===== src/rtl/fsgn_pkg.sv =====
package fsgn_pkg;

    typedef enum logic [1:0] {
        INJ_COPY   = 2'd0,
        INJ_NEGATE = 2'd1,
        INJ_XOR    = 2'd2,
        INJ_BAD    = 2'd3
    } inj_mode_e;

    localparam int unsigned FP_WIDTH = 64;
    localparam int unsigned SP_WIDTH = 32;
    localparam logic [SP_WIDTH-1:0] SP_CANON_NAN = 32'h7FC0_0000;

endpackage


===== src/rtl/fsgn_unbox.sv =====
module fsgn_unbox #(
    parameter int unsigned FLEN = fsgn_pkg::FP_WIDTH,
    parameter int unsigned SLEN = fsgn_pkg::SP_WIDTH,
    parameter logic [SLEN-1:0] CANON = fsgn_pkg::SP_CANON_NAN
) (
    input  logic [FLEN-1:0] container,
    output logic [SLEN-1:0] value
);
    localparam int unsigned PAD = FLEN - SLEN;

    logic [PAD-1:0] upper;
    logic           box_ok;

    always_comb begin
        upper  = container[FLEN-1:SLEN];
        box_ok = &upper;
        value  = box_ok ? container[SLEN-1:0] : CANON;
    end
endmodule


===== src/rtl/fsgn_decode.sv =====
module fsgn_decode
    import fsgn_pkg::*;
(
    input  logic [1:0] code,
    output inj_mode_e  mode,
    output logic       illegal
);
    always_comb begin
        mode    = inj_mode_e'(code);
        illegal = 1'b0;
        unique case (mode)
            INJ_COPY, INJ_NEGATE, INJ_XOR: illegal = 1'b0;
            INJ_BAD:                       illegal = 1'b1;
        endcase
    end
endmodule


===== src/rtl/fsgn_inject.sv =====
module fsgn_inject
    import fsgn_pkg::*;
#(
    parameter int unsigned FLEN = FP_WIDTH,
    parameter int unsigned SLEN = SP_WIDTH
) (
    input  logic            is_double,
    input  inj_mode_e       mode,
    input  logic            illegal,
    input  logic [FLEN-1:0] a_full,
    input  logic [SLEN-1:0] a_sp,
    input  logic            b_sign_dp,
    input  logic            b_sign_sp,
    output logic [FLEN-1:0] res
);
    localparam int unsigned PAD = FLEN - SLEN;

    logic sign_a;
    logic sign_b;
    logic sign_new;

    always_comb begin
        sign_a = is_double ? a_full[FLEN-1] : a_sp[SLEN-1];
        sign_b = is_double ? b_sign_dp : b_sign_sp;
        unique case (mode)
            INJ_COPY:   sign_new = sign_b;
            INJ_NEGATE: sign_new = ~sign_b;
            INJ_XOR:    sign_new = sign_a ^ sign_b;
            INJ_BAD:    sign_new = 1'b0;
        endcase
        if (illegal) begin
            res = '0;
        end else if (is_double) begin
            res = {sign_new, a_full[FLEN-2:0]};
        end else begin
            res = {{PAD{1'b1}}, sign_new, a_sp[SLEN-2:0]};
        end
    end
endmodule


===== src/rtl/fsgn_unit.sv =====
module fsgn_unit
    import fsgn_pkg::*;
#(
    parameter int unsigned FLEN = FP_WIDTH,
    parameter int unsigned SLEN = SP_WIDTH,
    parameter logic [SLEN-1:0] CANON = SP_CANON_NAN
) (
    input  logic            clk,
    input  logic            rst,
    input  logic            valid_in,
    input  logic [1:0]      op_sel,
    input  logic            is_double,
    input  logic [FLEN-1:0] src_a,
    input  logic [FLEN-1:0] src_b,
    output logic            valid_out,
    output logic [FLEN-1:0] result,
    output logic            illegal_out
);
    localparam int unsigned NOPS = 2;

    logic [FLEN-1:0] src_vec [NOPS];
    logic [SLEN-1:0] sp_val  [NOPS];
    inj_mode_e       mode;
    logic            illegal_c;
    logic [FLEN-1:0] res_c;
    logic            past_ok;

    assign src_vec[0] = src_a;
    assign src_vec[1] = src_b;

    for (genvar gi = 0; gi < NOPS; gi++) begin : g_unbox
        fsgn_unbox #(
            .FLEN (FLEN),
            .SLEN (SLEN),
            .CANON(CANON)
        ) u_unbox (
            .container(src_vec[gi]),
            .value    (sp_val[gi])
        );
    end

    fsgn_decode u_decode (
        .code   (op_sel),
        .mode   (mode),
        .illegal(illegal_c)
    );

    fsgn_inject #(
        .FLEN(FLEN),
        .SLEN(SLEN)
    ) u_inject (
        .is_double(is_double),
        .mode     (mode),
        .illegal  (illegal_c),
        .a_full   (src_a),
        .a_sp     (sp_val[0]),
        .b_sign_dp(src_b[FLEN-1]),
        .b_sign_sp(sp_val[1][SLEN-1]),
        .res      (res_c)
    );

    // Output register: Empty when valid_out is low, Loaded when high.
    always_ff @(posedge clk) begin
        if (rst) begin
            valid_out   <= 1'b0;
            result      <= '0;
            illegal_out <= 1'b0;
        end else begin
            valid_out <= valid_in;
            if (valid_in) begin
                result      <= res_c;
                illegal_out <= illegal_c;
            end
        end
    end

    always_ff @(posedge clk) begin
        if (rst) past_ok <= 1'b0;
        else     past_ok <= 1'b1;
    end

    assert_latency_R2: assert property (@(posedge clk) disable iff (rst)
        past_ok |-> (valid_out == $past(valid_in)));

    assert_hold_R2: assert property (@(posedge clk) disable iff (rst)
        (past_ok && !$past(valid_in)) |-> ($stable(result) && $stable(illegal_out)));

    assert_illegal_flag_R9: assert property (@(posedge clk) disable iff (rst)
        (past_ok && $past(valid_in)) |-> (illegal_out == ($past(op_sel) == 2'b11)));

    assert_illegal_zero_R9: assert property (@(posedge clk) disable iff (rst)
        (valid_out && illegal_out) |-> (result == '0));

    assert_dp_copy_R3: assert property (@(posedge clk) disable iff (rst)
        (past_ok && $past(valid_in && is_double && op_sel == 2'b00))
        |-> (result == {$past(src_b[FLEN-1]), $past(src_a[FLEN-2:0])}));

    assert_sp_boxed_R8: assert property (@(posedge clk) disable iff (rst)
        (past_ok && $past(valid_in && !is_double && op_sel != 2'b11))
        |-> (&result[FLEN-1:SLEN]));

    assert_unbox_a_R7: assert property (@(posedge clk) disable iff (rst)
        (&src_a[FLEN-1:SLEN]) || (sp_val[0] == CANON));

    assert_unbox_b_R7: assert property (@(posedge clk) disable iff (rst)
        (&src_b[FLEN-1:SLEN]) || (sp_val[1] == CANON));

    assert_sp_nan_mag_R7: assert property (@(posedge clk) disable iff (rst)
        (past_ok && $past(valid_in && !is_double && op_sel != 2'b11 && !(&src_a[FLEN-1:SLEN])))
        |-> (result[SLEN-2:0] == CANON[SLEN-2:0]));

endmodule


===== config.mk =====
export PLATFORM = sky130hd
export DESIGN_NAME = fsgn_unit
export DESIGN_NICKNAME = d
export VERILOG_FILES = /design/src/rtl/fsgn_pkg.sv /design/src/rtl/fsgn_unbox.sv /design/src/rtl/fsgn_decode.sv /design/src/rtl/fsgn_inject.sv /design/src/rtl/fsgn_unit.sv
export SDC_FILE = /design/constraint.sdc
export NUM_CORES = 1
export LEC_CHECK = 0
export CAP_MARGIN = 20
export CORE_MARGIN = 4
export CORE_UTILIZATION = 60
export CTS_CLUSTER_SIZE = 8
export DETAILED_ROUTE_END_ITERATION = 12
export DONT_BUFFER_PORTS = 1
export GPL_TIMING_DRIVEN = 0
export PLACE_DENSITY = 0.73
export SYNTH_ARGS = -nofsm -noshare
export SYNTH_HDL_FRONTEND = slang
export SYNTH_SLANG_ARGS = --single-unit

===== constraint.sdc =====
create_clock -name clk -period 2.9 [get_ports clk]
set_input_delay 0.725 -clock clk [delete_from_list [all_inputs] [get_ports clk]]
set_output_delay 0.725 -clock clk [all_outputs]
set_load 0.01 [all_outputs]

==> results of run 1 <==
registers in the layout, indices dropped and copies added, names as in the netlist:
register     count
illegal_out      1
result          64
valid_out        1
logic make-up after synthesis:
family	Yosys count	share of synthesized area
AOI/OAI and AO/OA	105	0.259
muxes	1	0.00344
DFF	66	0.454
buffers and inverters	67	0.0891
and+or+nand+nor	110	0.181
adders and majority gates	3	0.0129
power by group through the flow:
stage / combinational [mW] / clock [mW] / sequential, mW
2_1_floorplan: 0.156 / 0 / 1.03
3_3_place_gp: 0.188 / 0 / 1.04
3_5_place_dp: 0.193 / 0 / 1.04
4_1_cts: 0.195 / 0.880 / 1.02
5_1_grt: 0.225 / 0.932 / 1.02
6_report: 0.195 / 0.876 / 1.02
cell usage after synthesis, drive strengths merged:
| cell type | n |
|---|---|
| dfxtp | 66 |
| clkbuf | 25 |
| nor3b | 3 |
| mux2i | 1 |
| o32ai | 10 |
| nor3 | 1 |
| a21oi | 33 |
| buf | 6 |
| ha | 3 |
| o2111a | 1 |
| o21ai | 2 |
| and2 | 2 |
| a211oi | 31 |
| a32oi | 24 |
| a21o | 1 |
| a211o | 1 |
| nand4 | 17 |
| inv | 36 |
| nand2 | 12 |
| nand3 | 1 |
| nor2b | 3 |
| nor2 | 65 |
| a311o | 1 |
| nand2b | 2 |
| o21ba | 1 |
| nor4 | 4 |
routing by layer:
metal | track usage | wire length (um)
met1 | 0.295 | 3080
met2 | 0.473 | 4140
met3 | 0.121 | 1020
met4 | 0.107 | 118
met5 | 0 | 0
area by class of cell:
class	count	area [um2]	share of cell area
clock inverter	7	103	0.0319
clock buffer	9	124	0.0385
buffer	31	124	0.0385
sequential	66	1320	0.411
inverter	36	135	0.0420
tap	67	83.8	0.0260
multi-input combinational	219	1330	0.413
how the worst min path moves through the flow:
stage | endpoint | slack (ns)
floorplan | result[31] | 0.50
global placement | result[30] | 0.52
detailed placement | result[30] | 0.52
CTS | result[31] | 0.48
global route | result[31] | 0.49
finish | result[31] | 0.49
per-stage QoR:
stage	total power, mW	hold slack [ns]
floorplan	1.18	0.497
global placement	1.23	0.519
detailed placement	1.23	0.522
CTS	2.09	0.484
global route	2.18	0.493
finish	2.09	0.492
==> run summary, run 1 <==
Via Count: 2648
Fmax: 0.551 GHz
Gr ovfl total: 0
Clock Power Share: 0.420
Share of the synthesized area in the top cell type: 0.454
Initial antenna violation count: 0
CP delay by family, top: buffers and inverters
First-pass GRT wire length: 13.0 mm
# diodes: 0
Cell variety after synth: 28
H-tree depth: 3
Arr. time, crit path: 2.10 ns
Crit. path cell count: 6
Seq pwr share: 0.487
CP max FO: 10
# DRC: 0
Commonest non-fill, non-tap cell in the layout: dfxtp_1
Reg2Reg Depth: 3
YS warnings: 0
Final hold vios: 0
Design area: 3220 um2
Slowest cell on crit path: clkbuf_1
CTS tree: done
Wire length per cell: 19.2 um
Outcome: completed
DR iter-0 viols: 146
Util after Layout: 0.681
Pre-CTS setup slack: 0.741 ns
DPL Wire Length: 6.23 mm
Slew headroom: 0.516
Synthesized Nets: 489
GP Congestion: 0.812
RSZ-0062 raised after global routing: false
Worst Setup SP: op_sel[0]
Number of routed nets with antenna violations: 0
Placed cell area: 2990 um2
Most frequent cells in the layout: 66 x dfxtp_1, 65 x nor2_1, 36 x inv_1
Worst-margin pin slew: 0.725 ns
Clk_skew: 0 ns
Endpoint class of the critical path: register
Critical Path End: result[7]
Final worst slack: 1.08 ns
VDD IR-drop max: 0.367 mV
Clk Latency, worst-skew pair: 0.34 ns
Largest net degree at the start of global routing: 14
Startpoint Class: input pin
Setup Viol. Count Final: 0
Period minus WS final: 1.82 ns
WS Path Type: in2reg
Logic pwr share: 0.093
Vias per Instance: 6.09
Final nets: 500
R2R setup slack: 2.03 ns
Setup Buffers After CTS: 0
#FFs+latches synth: 66
Clk sinks: 66
Mapped Cells: 352
Placed Cells incl. Taps: 419
Worst Path Buf+Inv: 2
LEAKAGE: 1.26 nW
Port bufs: 0
Top cells by area, synth: dfxtp_1 45%, nor2_1 8.4%, a211oi_1 8.0%, a32oi_1 7.2%, a21oi_1 5.7%
Class of the worst hold path: in2reg
Synthesized cell area: 2910 um2
FILL cells: 426
Sequential area share after synthesis: 0.454
FP Rows: 25
Cell Int Power: 1.52 mW
Initial Util: 0.616
Die Area: 6020 um2
Worst r2r src: result[63]
Layout area overhead: 10.7%
Die width: 77.6 um
Worst hold stages: 1
Critical-path cell list: ha_1 -> clkbuf_1 -> nor2_1 -> clkbuf_1 -> a32oi_1 -> nor2_1
Power per cell area: 649 nW/um2
Hold Startpoint: valid_in
Worst path max stage delay: 0.40 ns
I/O Pins: 200
Reg-to-Reg End: result[63]
Hold-fix buffers at CTS: 0
1st-pass router iterations: 5
Switching share of power: 0.272
Fin Setup TNS: 0 ns
Routed wire length: 8.36 mm
Clock Tree Root: clkbuf_8
Clk buf depth: 2
Non-filler cells, final: 435
Vias in the first global route: 2630
Total CTS buffers: 9
Mean Syn Cell Area: 8.26 um2
Share of cells above drive strength 1: 0.0571
Final slew viol count: 0
DIE HEIGHT: 77.6 um
Max-cap violations: 0
CORE AREA: 4720 um2
GRT Total Usage: 0.275
Clk slew on worst S/H paths: 0.07 ns
Post-CTS Resized: 0
Worst EP required: 3.18 ns
Tcrit/Tclk final: 0.626
Switching pwr: 568 uW
Post-synth top area cell: dfxtp_1
No activity file was read; power rests on OpenSTA's default activity.
==> run 2, diff against run 1 <==
- CORE_UTILIZATION: 60 -> 56
- PLACE_DENSITY: 0.73 -> 0.71
- clock period: 2.9 -> 1.5 ns (I/O delays scaled with it)
==> run summary, run 2 (synthesized netlist as in run 1, its figures left out) <==
Outcome: completed
FP Rows: 25 (unchanged)
WS Path Type: in2reg
Largest registers: result: 64 flops, illegal_out: 1 flops, valid_out: 1 flops
Slew headroom: 0.501 (-0.0149)
Total CTS buffers: 9 (unchanged)
Tcrit/Tclk final: 0.901
First-pass GRT wire length: 12.8 mm (-1.8%)
Reg2Reg Depth: 3 (unchanged)
CTS tree: done
Class of the worst hold path: in2reg
Endpoint class of the critical path: register
Setup Viol. Count Final: 0 (unchanged)
H-tree depth: 3 (unchanged)
GP Congestion: 0.781 (-3.8%)
Final hold vios: 0 (unchanged)
Vias in the first global route: 2529 (-3.8%)
FILL cells: 433 (+1.6%)
Worst hold stages: 1 (unchanged)
Via Count: 2629 (-0.72%)
# DRC: 0 (unchanged)
Clk sinks: 66 (unchanged)
LEAKAGE: 1.26 nW (+0.25%)
I/O Pins: 200 (unchanged)
Fin Setup TNS: 0 ns (unchanged)
Share of cells above drive strength 1: 0.0625 (+0.00543)
Wire length per cell: 19.1 um (-0.65%)
Arr. time, crit path: 1.56 ns (-0.54 ns)
Worst EP required: 1.71 ns (-1.47 ns)
Max-cap violations: 0 (unchanged)
Number of routed nets with antenna violations: 0 (unchanged)
Final nets: 500 (unchanged)
DPL Wire Length: 6.23 mm (about the same)
Worst-margin pin slew: 0.748 ns (+0.0224 ns)
CORE AREA: 4880 um2 (+3.3%)
Routed wire length: 8.31 mm (-0.65%)
Power per cell area: 1220 nW/um2 (+89%)
Largest net degree at the start of global routing: 13 (-1)
Fmax: 0.740 GHz
FF+latch area: 1320 um2 (unchanged)
Clock Tree Root: clkbuf_8
DIE HEIGHT: 80.1 um (+3.2%)
Most frequent cells in the layout: 66 x dfxtp_1, 65 x nor2_1, 36 x inv_1
Die width: 80.1 um (+3.2%)
GRT Total Usage: 0.258 (-0.0176)
Commonest non-fill, non-tap cell in the layout: dfxtp_1
Top reg by flops: result
DR iter-0 viols: 139 (-4.8%)
# diodes: 0 (unchanged)
CP max FO: 10 (unchanged)
Total power: 3.92 mW (+88%)
Initial antenna violation count: 0 (unchanged)
Multi-input logic area: 1330 um2 (unchanged)
Clk_skew: 0 ns (unchanged)
Clk Latency, worst-skew pair: 0.34 ns (about the same)
1st-pass router iterations: 5 (unchanged)
Layout area overhead: 10.2%
Startpoint Class: input pin
Period minus WS final: 1.35 ns
Gr ovfl total: 0 (unchanged)
Non-filler cells, final: 435 (unchanged)
RSZ-0062 raised after global routing: true
Placed Cells incl. Taps: 419 (unchanged)
Placed cell area: 2990 um2 (unchanged)
Max reg flops: 64 (unchanged)
Port bufs: 0 (unchanged)
Vias per Instance: 6.04 (-0.72%)
VDD IR-drop max: 0.627 mV (+71%)
Clk buf depth: 2 (unchanged)
Design area: 3210 um2 (-0.39%)
Die Area: 6410 um2 (+6.4%)
Final slew viol count: 0 (unchanged)
Initial Util: 0.596 (-0.0197)
Clk slew on worst S/H paths: 0.07 ns (about the same)
-- run 2: cell count changes in the layout (fill, tap and decap cells not counted) --
cell       previous run  this run
bufinv_16             2         1
clkbuf_1             25        23
clkbuf_2              0         2
clkbuf_8              9        11
clkinv_2              0         1
clkinv_4              3         0
inv_6                 1         2
-- run 2: final timing paths --
check                                 from    endpoint  slack (ns)
worst max register to register  result[63]  result[63]        0.65
worst min register to register  result[31]  result[31]        0.54
worst max-delay path             op_sel[0]  result[46]        0.15
worst min-delay path              valid_in  result[31]        0.15
-- run 2: per-stage QoR --
step                       util  setup WS, ns  hold WS, ns
after detailed placement  0.613        -0.334        0.500
after global placement    0.613        -0.300        0.500
after floorplan               -       0.00538        0.495
after global routing      0.657      -0.00712        0.142
final                     0.657         0.148        0.145
after CTS                 0.656        0.0197        0.142
-- run 2: critical path, stage by stage --
cell and delay [ns]:
ha_1 0.12, clkbuf_1 0.29, clkbuf_1 0.41, a211oi_1 0.11
a21oi_1 0.19, nor2_1 0.07
-- run 2: report_power, final --
group | internal [mW] | switching, mW
registers | 1.85 | 0.114
logic | 0.141 | 0.235
clock network | 0.867 | 0.714
total | 2.86 | 1.06
-- run 2: final cells by class --
class                      count  share of cell area
multi-input combinational    219               0.414
sequential                    66               0.412
clock buffer                  11              0.0472
inverter                      36              0.0422
buffer                        31              0.0394
tap                           67              0.0262
clock inverter                 5              0.0187
-- run 2: repair_timing --
action                                  CTS  global route
buffers inserted                          0             0
endpoints found under the setup margin    0            21
hold buffers                              0             0
gates resized for setup                   0             4
-- run 2: layer usage --
metal / part of all wire / track usage / vias to the layer above
li1: - / - / 1281
met1: 0.38 / 0.306 / 1211
met2: 0.49 / 0.414 / 127
met3: 0.12 / 0.102 / 10
met4: 0.014 / 0.106 / 0
met5: 0 / 0 / -
